$ cat src/rtl/sio_irq_pkg.sv
package sio_irq_pkg;
    localparam int NUM_CH    = 2;
    localparam int SRC_PER_CH = 3;
    localparam int NUM_SRC   = NUM_CH * SRC_PER_CH;
    localparam int EXT_W     = 6;
    localparam int VEC_W     = 8;
    localparam int CODE_W    = 3;
    localparam int IDX_W     = $clog2(NUM_SRC);

    typedef enum logic [1:0] {
        RXM_OFF   = 2'd0,
        RXM_FIRST = 2'd1,
        RXM_ALL   = 2'd2,
        RXM_SPEC  = 2'd3
    } rx_mode_e;

    typedef enum logic [7:0] {
        CMD_EXT_RST = 8'h10,
        CMD_RX_ARM  = 8'h20,
        CMD_TX_RST  = 8'h28,
        CMD_ERR_RST = 8'h30,
        CMD_IUS_RST = 8'h38
    } cmd_e;

    typedef struct packed {
        logic             ext_ie;
        logic             tx_ie;
        logic             par_spec;
        rx_mode_e         rx_mode;
        logic [EXT_W-1:0] ext_mask;
    } chan_cfg_t;

    // source order inside a channel: 0 ext, 1 tx, 2 rx
    function automatic logic [CODE_W-1:0] src_code(input logic [IDX_W-1:0] idx,
                                                    input logic spec);
        logic               is_a;
        logic [IDX_W-1:0]   kind;
        is_a = (idx >= IDX_W'(SRC_PER_CH));
        kind = is_a ? idx - IDX_W'(SRC_PER_CH) : idx;
        case (kind)
            IDX_W'(0): src_code = {is_a, 2'b01};
            IDX_W'(1): src_code = {is_a, 2'b00};
            default:   src_code = {is_a, 1'b1, spec};
        endcase
    endfunction

    function automatic logic [VEC_W-1:0] place_code(input logic [VEC_W-1:0] base,
                                                     input logic [CODE_W-1:0] code,
                                                     input logic vis,
                                                     input logic hi);
        logic [VEC_W-1:0] v;
        v = base;
        if (vis) begin
            if (hi) v[6:4] = code;
            else    v[3:1] = code;
        end
        return v;
    endfunction
endpackage

$ cat src/rtl/sio_irq_chan.sv
module sio_irq_chan
    import sio_irq_pkg::*;
(
    input  logic             clk,
    input  logic             rst,
    input  chan_cfg_t        cfg,
    input  logic             ev_char,
    input  logic             ev_take,
    input  logic             ev_spec,
    input  logic             ev_par,
    input  logic             ev_txe,
    input  logic [EXT_W-1:0] ext_in,
    input  logic             cmd_hit,
    input  logic [7:0]       cmd_code,
    output logic [SRC_PER_CH-1:0] pend,
    output logic             rx_special,
    output logic [EXT_W-1:0] ext_snap
);
    logic             frozen, armed, chr_p, spc_p, tx_p;
    logic             do_ext_rst, do_arm, do_tx_rst, do_err_rst;
    logic             char_hits, spec_hits;

    always_comb begin
        do_ext_rst = cmd_hit && (cmd_code == CMD_EXT_RST);
        do_arm     = cmd_hit && (cmd_code == CMD_RX_ARM);
        do_tx_rst  = cmd_hit && (cmd_code == CMD_TX_RST);
        do_err_rst = cmd_hit && (cmd_code == CMD_ERR_RST);
        char_hits  = ev_char && ((cfg.rx_mode == RXM_ALL) ||
                                 ((cfg.rx_mode == RXM_FIRST) && armed));
        spec_hits  = (ev_spec || (ev_par && cfg.par_spec)) && (cfg.rx_mode != RXM_OFF);
    end

    always_ff @(posedge clk) begin
        if (rst) begin
            frozen   <= 1'b0;
            ext_snap <= '0;
            armed    <= 1'b1;
            chr_p    <= 1'b0;
            spc_p    <= 1'b0;
            tx_p     <= 1'b0;
        end else begin
            if (do_ext_rst) begin
                frozen   <= 1'b0;
                ext_snap <= ext_in;
            end else if (!frozen) begin
                ext_snap <= ext_in;
                if (|((ext_in ^ ext_snap) & cfg.ext_mask)) frozen <= 1'b1;
            end

            if (ev_txe && cfg.tx_ie) tx_p <= 1'b1;
            else if (do_tx_rst)      tx_p <= 1'b0;

            if (char_hits)    chr_p <= 1'b1;
            else if (ev_take) chr_p <= 1'b0;

            if (do_arm)                                        armed <= 1'b1;
            else if (ev_char && (cfg.rx_mode == RXM_FIRST))    armed <= 1'b0;

            if (spec_hits)       spc_p <= 1'b1;
            else if (do_err_rst) spc_p <= 1'b0;
        end
    end

    assign pend       = {chr_p | spc_p, tx_p, frozen & cfg.ext_ie};
    assign rx_special = spc_p;

    AST_SNAP_HELD: assert property (@(posedge clk) disable iff (rst)
        (frozen && !do_ext_rst) |=> $stable(ext_snap));
    AST_RX_OFF_QUIET: assert property (@(posedge clk) disable iff (rst)
        (cfg.rx_mode == RXM_OFF && !chr_p) |=> !chr_p);
    AST_TX_GATED: assert property (@(posedge clk) disable iff (rst)
        (!cfg.tx_ie && !tx_p) |=> !tx_p);
endmodule

$ cat src/rtl/sio_irq_arb.sv
module sio_irq_arb
    import sio_irq_pkg::*;
(
    input  logic               clk,
    input  logic               rst,
    input  logic [NUM_SRC-1:0] pend,
    input  logic [NUM_CH-1:0]  spec,
    input  logic               mie,
    input  logic               iei,
    input  logic               dlc,
    input  logic               no_vec,
    input  logic               vis,
    input  logic               stat_hi,
    input  logic [VEC_W-1:0]   base_vec,
    input  logic               ack,
    input  logic               ius_rst,
    output logic               irq,
    output logic               ieo,
    output logic [NUM_SRC-1:0] ius,
    output logic               vec_valid,
    output logic [VEC_W-1:0]   vec
);
    logic [NUM_SRC-1:0] blocked, req, ius_nxt;
    logic [IDX_W-1:0]   top, hi_ius;
    logic               acc, any_req, grant, top_spec;

    always_comb begin
        acc = 1'b0;
        for (int i = NUM_SRC - 1; i >= 0; i--) begin
            acc        = acc | ius[i];
            blocked[i] = acc;
        end
        req     = pend & ~blocked;
        any_req = |req;
        top     = '0;
        hi_ius  = '0;
        for (int i = 0; i < NUM_SRC; i++) begin
            if (req[i]) top    = IDX_W'(i);
            if (ius[i]) hi_ius = IDX_W'(i);
        end
        top_spec = (top >= IDX_W'(SRC_PER_CH)) ? spec[1] : spec[0];
        irq      = mie && iei && any_req;
        ieo      = iei && !dlc && !(|ius) && !irq;
        grant    = ack && irq;
        ius_nxt  = ius;
        if (grant)                 ius_nxt[top]    = 1'b1;
        else if (ius_rst && |ius)  ius_nxt[hi_ius] = 1'b0;
    end

    always_ff @(posedge clk) begin
        if (rst) begin
            ius       <= '0;
            vec_valid <= 1'b0;
            vec       <= '0;
        end else begin
            ius       <= ius_nxt;
            vec_valid <= grant && !no_vec;
            if (grant) vec <= place_code(base_vec, src_code(top, top_spec), vis, stat_hi);
        end
    end

    AST_GRANT_ADDS_ONE: assert property (@(posedge clk) disable iff (rst)
        (ack && irq) |=> $countones(ius) == $countones($past(ius)) + 1);
    AST_RESET_DROPS_ONE: assert property (@(posedge clk) disable iff (rst)
        (ius_rst && !(ack && irq) && |ius) |=> $countones(ius) + 1 == $countones($past(ius)));
    AST_VEC_NEEDS_ACK: assert property (@(posedge clk) disable iff (rst)
        vec_valid |-> $past(ack && irq && !no_vec));
endmodule

$ cat src/rtl/sio_irq_prio.sv
module sio_irq_prio
    import sio_irq_pkg::*;
(
    input  logic                    clk,
    input  logic                    rst,
    input  logic                    mie,
    input  logic                    iei,
    input  logic                    dlc,
    input  logic                    no_vec,
    input  logic                    vis,
    input  logic                    stat_hi,
    input  logic [VEC_W-1:0]        base_vec,
    input  logic [NUM_CH-1:0]       ext_ie,
    input  logic [NUM_CH-1:0]       tx_ie,
    input  logic [NUM_CH-1:0]       par_spec,
    input  logic [2*NUM_CH-1:0]     rx_mode,
    input  logic [NUM_CH*EXT_W-1:0] ext_mask,
    input  logic [NUM_CH-1:0]       rx_char,
    input  logic [NUM_CH-1:0]       rx_take,
    input  logic [NUM_CH-1:0]       rx_spec,
    input  logic [NUM_CH-1:0]       rx_par,
    input  logic [NUM_CH-1:0]       tx_empty,
    input  logic [NUM_CH*EXT_W-1:0] ext_in,
    input  logic                    cmd_valid,
    input  logic                    cmd_chan,
    input  logic [7:0]              cmd_code,
    input  logic                    ack,
    output logic                    irq,
    output logic                    ieo,
    output logic                    vec_valid,
    output logic [VEC_W-1:0]        vec,
    output logic [NUM_SRC-1:0]      pending,
    output logic [NUM_SRC-1:0]      in_service,
    output logic [NUM_CH*EXT_W-1:0] ext_latch
);
    logic [NUM_CH-1:0] spec_flag;
    logic              ius_rst;

    assign ius_rst = cmd_valid && (cmd_code == CMD_IUS_RST);

    for (genvar g = 0; g < NUM_CH; g++) begin : g_ch
        chan_cfg_t cfg;
        assign cfg = '{ext_ie:   ext_ie[g],
                       tx_ie:    tx_ie[g],
                       par_spec: par_spec[g],
                       rx_mode:  rx_mode_e'(rx_mode[2*g +: 2]),
                       ext_mask: ext_mask[g*EXT_W +: EXT_W]};

        sio_irq_chan u_chan (
            .clk        (clk),
            .rst        (rst),
            .cfg        (cfg),
            .ev_char    (rx_char[g]),
            .ev_take    (rx_take[g]),
            .ev_spec    (rx_spec[g]),
            .ev_par     (rx_par[g]),
            .ev_txe     (tx_empty[g]),
            .ext_in     (ext_in[g*EXT_W +: EXT_W]),
            .cmd_hit    (cmd_valid && (cmd_chan == 1'(g))),
            .cmd_code   (cmd_code),
            .pend       (pending[g*SRC_PER_CH +: SRC_PER_CH]),
            .rx_special (spec_flag[g]),
            .ext_snap   (ext_latch[g*EXT_W +: EXT_W])
        );
    end

    sio_irq_arb u_arb (
        .clk       (clk),
        .rst       (rst),
        .pend      (pending),
        .spec      (spec_flag),
        .mie       (mie),
        .iei       (iei),
        .dlc       (dlc),
        .no_vec    (no_vec),
        .vis       (vis),
        .stat_hi   (stat_hi),
        .base_vec  (base_vec),
        .ack       (ack),
        .ius_rst   (ius_rst),
        .irq       (irq),
        .ieo       (ieo),
        .ius       (in_service),
        .vec_valid (vec_valid),
        .vec       (vec)
    );
endmodule

$ cat config.mk
export PLATFORM = sky130hd
export DESIGN_NAME = sio_irq_prio
export DESIGN_NICKNAME = d
export VERILOG_FILES = /design/src/rtl/sio_irq_pkg.sv /design/src/rtl/sio_irq_chan.sv /design/src/rtl/sio_irq_arb.sv /design/src/rtl/sio_irq_prio.sv
export SDC_FILE = /design/constraint.sdc
export NUM_CORES = 1
export LEC_CHECK = 0
export BUFFER_PORTS_ARGS = -buffer_cell sky130_fd_sc_hd__buf_2
export CORE_UTILIZATION = 45
export DETAILED_ROUTE_END_ITERATION = 10
export GPL_TIMING_DRIVEN = 0
export PLACE_DENSITY = 0.8
export SKIP_CTS_REPAIR_TIMING = 1
export SYNTH_ARGS = -nofsm -noshare
export SYNTH_HDL_FRONTEND = slang
export SYNTH_SLANG_ARGS = --single-unit
$ cat constraint.sdc
create_clock -name clk -period 3.3 [get_ports clk]
set_input_delay 0.165 -clock clk [delete_from_list [all_inputs] [get_ports clk]]
set_output_delay 0.165 -clock clk [all_outputs]
set_load 0.01 [all_outputs]
==> qor.csv, run 1 <==
metric,value,unit
clk_transition_reported_paths,70,ps
drive_gt1_share,34.6,%
num_rows,23,
worstSkewPairLatency,290,ps
leakage,1.31,nW
cap_violations,0,
cts_tree,yes,
netlist.area_leader.share,37.6,%
final_max_slew_viol_count,0,
grt_max_degree,12,
start_kind,flop,
max-slew-margin-rel,48.1,%
path_buf_inv,1,
drc_errors,0,
antennaDiodeCount,0,
worstPathMaxFanout,9,
power_switching,0.314,mW
fmax,322,MHz
grt_setup_unrepaired,false,
fin_nets,425,
crit_required,3500,ps
cp_cell_sequence,buf_4 -> nand2_1 -> nor4_2 -> nor2_1 -> nor2_1 -> ha_1 -> ha_1 -> nor3_1 -> or4b_1 -> o311a_2 -> o32ai_2,
whs_endpoint,u_arb.vec_valid$_SDFF_PP0_,
clockPowerShare,28.6,%
area_delta_synth_final,33.8,%
worstHoldStart,no_vec,
critPathTopFamily,simple AND/OR/NAND/NOR gates,
period_share,94.0,%
grt_pass1_vias,1802,
start_util,47.9,%
synth_top_cell_by_area,dfxtp_1,
power.density,398,nW/um2
die_h,68.2,um
core,4120,um2
fin_crit,3100,ps
cp_slowest_cell,nor4_2,
tns,0,ps
grt_pass1_wl,7870,um
root_buffer,clkbuf_8,
wl_per_cell,13.5,um
timing.hold.ws,32.4,ps
grt_overflow,0,
syn_avg_cell_area,8.18,um2
ir_drop,270,uV
cp.arrival,3300,ps
wirelength,5440,um
hold_path_class,in2reg,
gp_congestion,0.912,
placed_area,2550,um2
port_buffers,104,
fin_util,64.1,%
route.vias.total,2187,
critPathMaxStageDelay,590,ps
final_hold_viol_count,0,
reg2reg_slack,200,ps
die_area,4650,um2
pwr-share-seq,46.9,%
grt_util_all_layers,22.9,%
first_pass_iters,4,
critPathKind,reg2reg,
finClkSkew,11.1,ps
pin_count,106,
drt_iter0_drc,117,
synth_sequential_area_ratio,37.6,%
ys.flop_type,dfxtp_1,
final_cell_area,2640,um2
holdPathStages,2,
intPower,0.735,mW
cts_buffers,5,
p_total,1.05,mW
synth.cell_area,1970,um2
ant_nets,0,
async_flop_share,0,%
hpwlAfterDp,4300,um
ys_seq_elements,37,
status,completed,
clock_path_buffers,2,
ctsHtreeMaxLevel,2,
routed_via_density,5.43,
synth_area_leaders,"dfxtp_1, a21oi_1, nand2_1",
tightest_slew,772,ps
synth_nets,314,
clock-sinks,37,
reg2reg_from,g_ch[1].u_chan.frozen$_SDFF_PP0_,
synth_edf_count,0,
reg2reg_to,u_arb.vec[4]$_SDFFE_PP0P_,
reg2regPathDepth,11,
swShare,29.9,%
synth_cell_types,45,
postSynthCellCount,241,
antenna_found_initial,0,
die_width,68.2,um
worst_setup_path_end_kind,flop,
comb_power_share,24.5,%
ys_warn_count,0,
finalSetupViolCount,0,
==> state kept, by name (all words and copies together) (netlist names) <==
name and cells:
g_ch.u_chan.armed 2, g_ch.u_chan.chr_p 2, u_arb.vec_valid 1, g_ch.u_chan.ext_snap 12, g_ch.u_chan.frozen 2, g_ch.u_chan.tx_p 2, u_arb.vec 8, u_arb.ius 6
g_ch.u_chan.rx_special 2
==> cell usage in the layout (no fill, tap or decap), drive strengths merged, types with 3 or more instances in the layout <==
cell,n
a21o,3
nand2,28
buf,108
xor2,12
nand2b,5
dfxtp,37
nand3,14
mux2i,8
a22oi,3
o21ai,11
clkbuf,11
a31oi,3
and3,4
inv,7
a21oi,21
nor2,27
or3,3
o31ai,6
nor2b,5
nor3,5
==> metal layers <==
metal  GRT usage (%)  share of wire (%)  vias to the layer above
li1                -                  -                     1098
met1            28.5                 42                     1001
met2            38.4                 51                       82
met3            4.17                5.8                        6
met4            9.64                1.5                        0
met5               0                  0                        -
==> cell type report <==
cell class	count	area, um2
Inverter	7	26.3
Multi-Input combinational cell	188	1160
Tap cell	50	62.6
Clock buffer	6	72.6
Timing Repair Buffer	104	520
Buffer	9	46.3
Sequential cell	37	741
Fill cell	390	1480
Clock inverter	2	10.0
==> through the flow <==
stage | instances | setup WS, ps
2_1_floorplan | 241 | 609
3_3_place_gp | 395 | 367
3_5_place_dp | 395 | 285
4_1_cts | 403 | 257
5_1_grt | 403 | 61.3
6_report | 403 | 197
==> cells by family after synthesis <==
kind of cell,share of synthesized area (%)
DFF,37.6
buffers and inverters,3.68
adders and majority gates,1.27
xor gates and xnor gates,5.33
and+or+nand+nor,26.7
muxes,4.06
AOI/OAI and AO/OA,21.3
==> worst max-delay path by stage <==
stage	from	to	slack (ps)	cells after the start
3_3_place_gp	g_ch[1].u_chan.frozen$_SDFF_PP0_	u_arb.vec[4]$_SDFFE_PP0P_	370	11
3_5_place_dp	g_ch[1].u_chan.frozen$_SDFF_PP0_	u_arb.vec[4]$_SDFFE_PP0P_	290	11
5_1_grt	g_ch[1].u_chan.frozen$_SDFF_PP0_	u_arb.vec[4]$_SDFFE_PP0P_	60	11
6_report	g_ch[1].u_chan.frozen$_SDFF_PP0_	u_arb.vec[4]$_SDFFE_PP0P_	200	11
2_1_floorplan	u_arb.ius[3]$_SDFFE_PP0P_	u_arb.vec[4]$_SDFFE_PP0P_	610	10
4_1_cts	g_ch[1].u_chan.frozen$_SDFF_PP0_	u_arb.vec[4]$_SDFFE_PP0P_	260	11
==> power by group through the flow <==
| stage | Sequential, mW | Combinational [mW] | Clock, mW |
|---|---|---|---|
| after CTS | 0.492 | 0.257 | 0.309 |
| final | 0.492 | 0.257 | 0.300 |
| after global routing | 0.495 | 0.285 | 0.330 |
| after floorplan | 0.506 | 0.145 | 0 |
| after global placement | 0.501 | 0.248 | 0 |
| after detailed placement | 0.502 | 0.256 | 0 |
==> cells in the mapped netlist, drive strengths merged, types with 3 or more instances <==
master / number
xor2: 12
or3: 3
nor2b: 5
o21ai: 11
and3: 4
nand2b: 5
a21oi: 21
nand2: 28
nor2: 27
a31oi: 3
a21o: 3
o31ai: 6
nor3: 5
inv: 7
mux2i: 8
nand3: 14
buf: 4
dfxtp: 37
clkbuf: 5
a22oi: 3
(Power assumes the default switching activity.)
==> run 2: changes to the inputs <==
--- a/config.mk
+++ b/config.mk
@@ -10,6 +10,7 @@
 export DETAILED_ROUTE_END_ITERATION = 10
 export GPL_TIMING_DRIVEN = 0
 export PLACE_DENSITY = 0.8
+export REMOVE_ABC_BUFFERS = 1
 export SKIP_CTS_REPAIR_TIMING = 1
 export SYNTH_ARGS = -nofsm -noshare
 export SYNTH_HDL_FRONTEND = slang
==> qor.csv, run 2 (synthesis results as in run 1) <==
metric,value,unit
gp_congestion,0.896,
clk_transition_reported_paths,70,ps
port_buffers,105,
max-slew-margin-rel,55.0,%
crit_start,u_arb.ius[3]$_SDFFE_PP0P_,
route.vias.total,2136,
area_delta_synth_final,33.0,%
place_inst,388,
fin_cells,395,
die_area,4650,um2
drt_iter0_drc,149,
core,4120,um2
ir_drop,229,uV
root_buffer,clkbuf_8,
cts_buffers,5,
tns,0,ps
antennaDiodeCount,0,
final_max_slew_viol_count,0,
clock-sinks,37,
grt_setup_unrepaired,false,
intPower,0.751,mW
reg2reg_slack,310,ps
die_h,68.2,um
ant_nets,0,
worst_setup_path_end_kind,flop,
holdPathStages,2,
cp.arrival,3190,ps
grt_pass1_wl,7760,um
drc_errors,0,
wl_per_cell,12.6,um
critPathKind,reg2reg,
clockPowerShare,29.9,%
cts_tree,yes,
largestRegisters,"g_ch.u_chan.ext_snap: 12 flops, u_arb.vec: 8 flops, u_arb.ius: 6 flops",
crit_required,3500,ps
reg2reg_to,u_arb.vec[4]$_SDFFE_PP0P_,
drive_gt1_share,34.8,%
whs_endpoint,u_arb.vec_valid$_SDFF_PP0_,
grt_pass1_vias,1835,
ctsHtreeMaxLevel,2,
worstSkewPairLatency,280,ps
worstHoldStart,no_vec,
reg2reg_from,u_arb.ius[3]$_SDFFE_PP0P_,
power_switching,0.305,mW
start_kind,flop,
grt_util_all_layers,22.1,%
start_util,47.9,%
leakage,1.29,nW
hpwlAfterDp,3850,um
first_pass_iters,5,
fin_nets,418,
routed_via_density,5.41,
worstPathMaxFanout,6,
grt_overflow,0,
die_width,68.2,um
fmax,335,MHz
antenna_found_initial,0,
largest_register_ff_count,12,
hold_path_class,in2reg,
period_share,90.6,%
clock_path_buffers,2,
num_rows,23,
swShare,28.9,%
final_common_cell,buf_2,
layout_common_cells,"buf_2, dfxtp_1, nand2_1",
cap_violations,0,
status,completed,
finalSetupViolCount,0,
regMostFlops,g_ch.u_chan.ext_snap,
p_total,1.06,mW
pin_count,106,
finClkSkew,3.91,ps
final_hold_viol_count,0,
pwr-share-seq,46.8,%
reg2regPathDepth,10,
fin_crit,2990,ps
wirelength,4980,um
tightest_slew,676,ps
grt_max_degree,36,
comb_power_share,23.3,%
power.density,403,nW/um2
[run 2: worst max-delay path by stage]
stage / end / slack [ps] / cells past startpoint
final: u_arb.vec[4]$_SDFFE_PP0P_ / 310 / 10
after global routing: u_arb.vec[4]$_SDFFE_PP0P_ / 90 / 10
after CTS: u_arb.vec[4]$_SDFFE_PP0P_ / 150 / 10
after detailed placement: u_arb.vec[4]$_SDFFE_PP0P_ / 170 / 10
after global placement: u_arb.ius[2]$_SDFFE_PP0P_ / 220 / 6
after floorplan: u_arb.vec[4]$_SDFFE_PP0P_ / 610 / 10
[run 2: critical path, stage by stage, from the launching register on]
cell and delay [ps]:
dfxtp_1 370, or4_4 590, nor2_1 210, nor2_1 60, nor2_1 260, ha_1 210, ha_1 190, nor3_1 120
or4b_1 510, o311a_2 140, o32ai_2 240
[run 2: cell type report]
type / instances / area [um2]
fillers: 374 / 1500
clock buffers: 7 / 86.3
multi-input cells: 188 / 1170
well taps: 50 / 62.6
inverters: 7 / 26.3
flip-flops and latches: 37 / 741
repair buffers: 106 / 533
[run 2: through the flow]
stage	hold WS, ps	util (%)	setup slack, ps	instance area [um2]
after floorplan	234	-	609	1920
after global placement	331	61.1	220	2510
after detailed placement	335	61.4	172	2520
after CTS	36.3	63.5	152	2610
after global routing	29.9	63.7	92.8	2620
final	37.9	63.7	311	2620
[run 2: metal layers]
layer	wire length [um]	global-route usage (%)
met5	0	0
met4	27	9.11
met3	315	4.67
met2	2450	37.5
met1	2190	26.8
[run 2: power groups by stage]
| stage | Sequential, mW | Combinational, mW | Clock (mW) |
|---|---|---|---|
| detailed placement | 0.504 | 0.245 | 0 |
| global route | 0.499 | 0.275 | 0.341 |
| floorplan | 0.509 | 0.132 | 0 |
| finish | 0.495 | 0.246 | 0.316 |
| global placement | 0.504 | 0.238 | 0 |
| CTS | 0.494 | 0.246 | 0.318 |
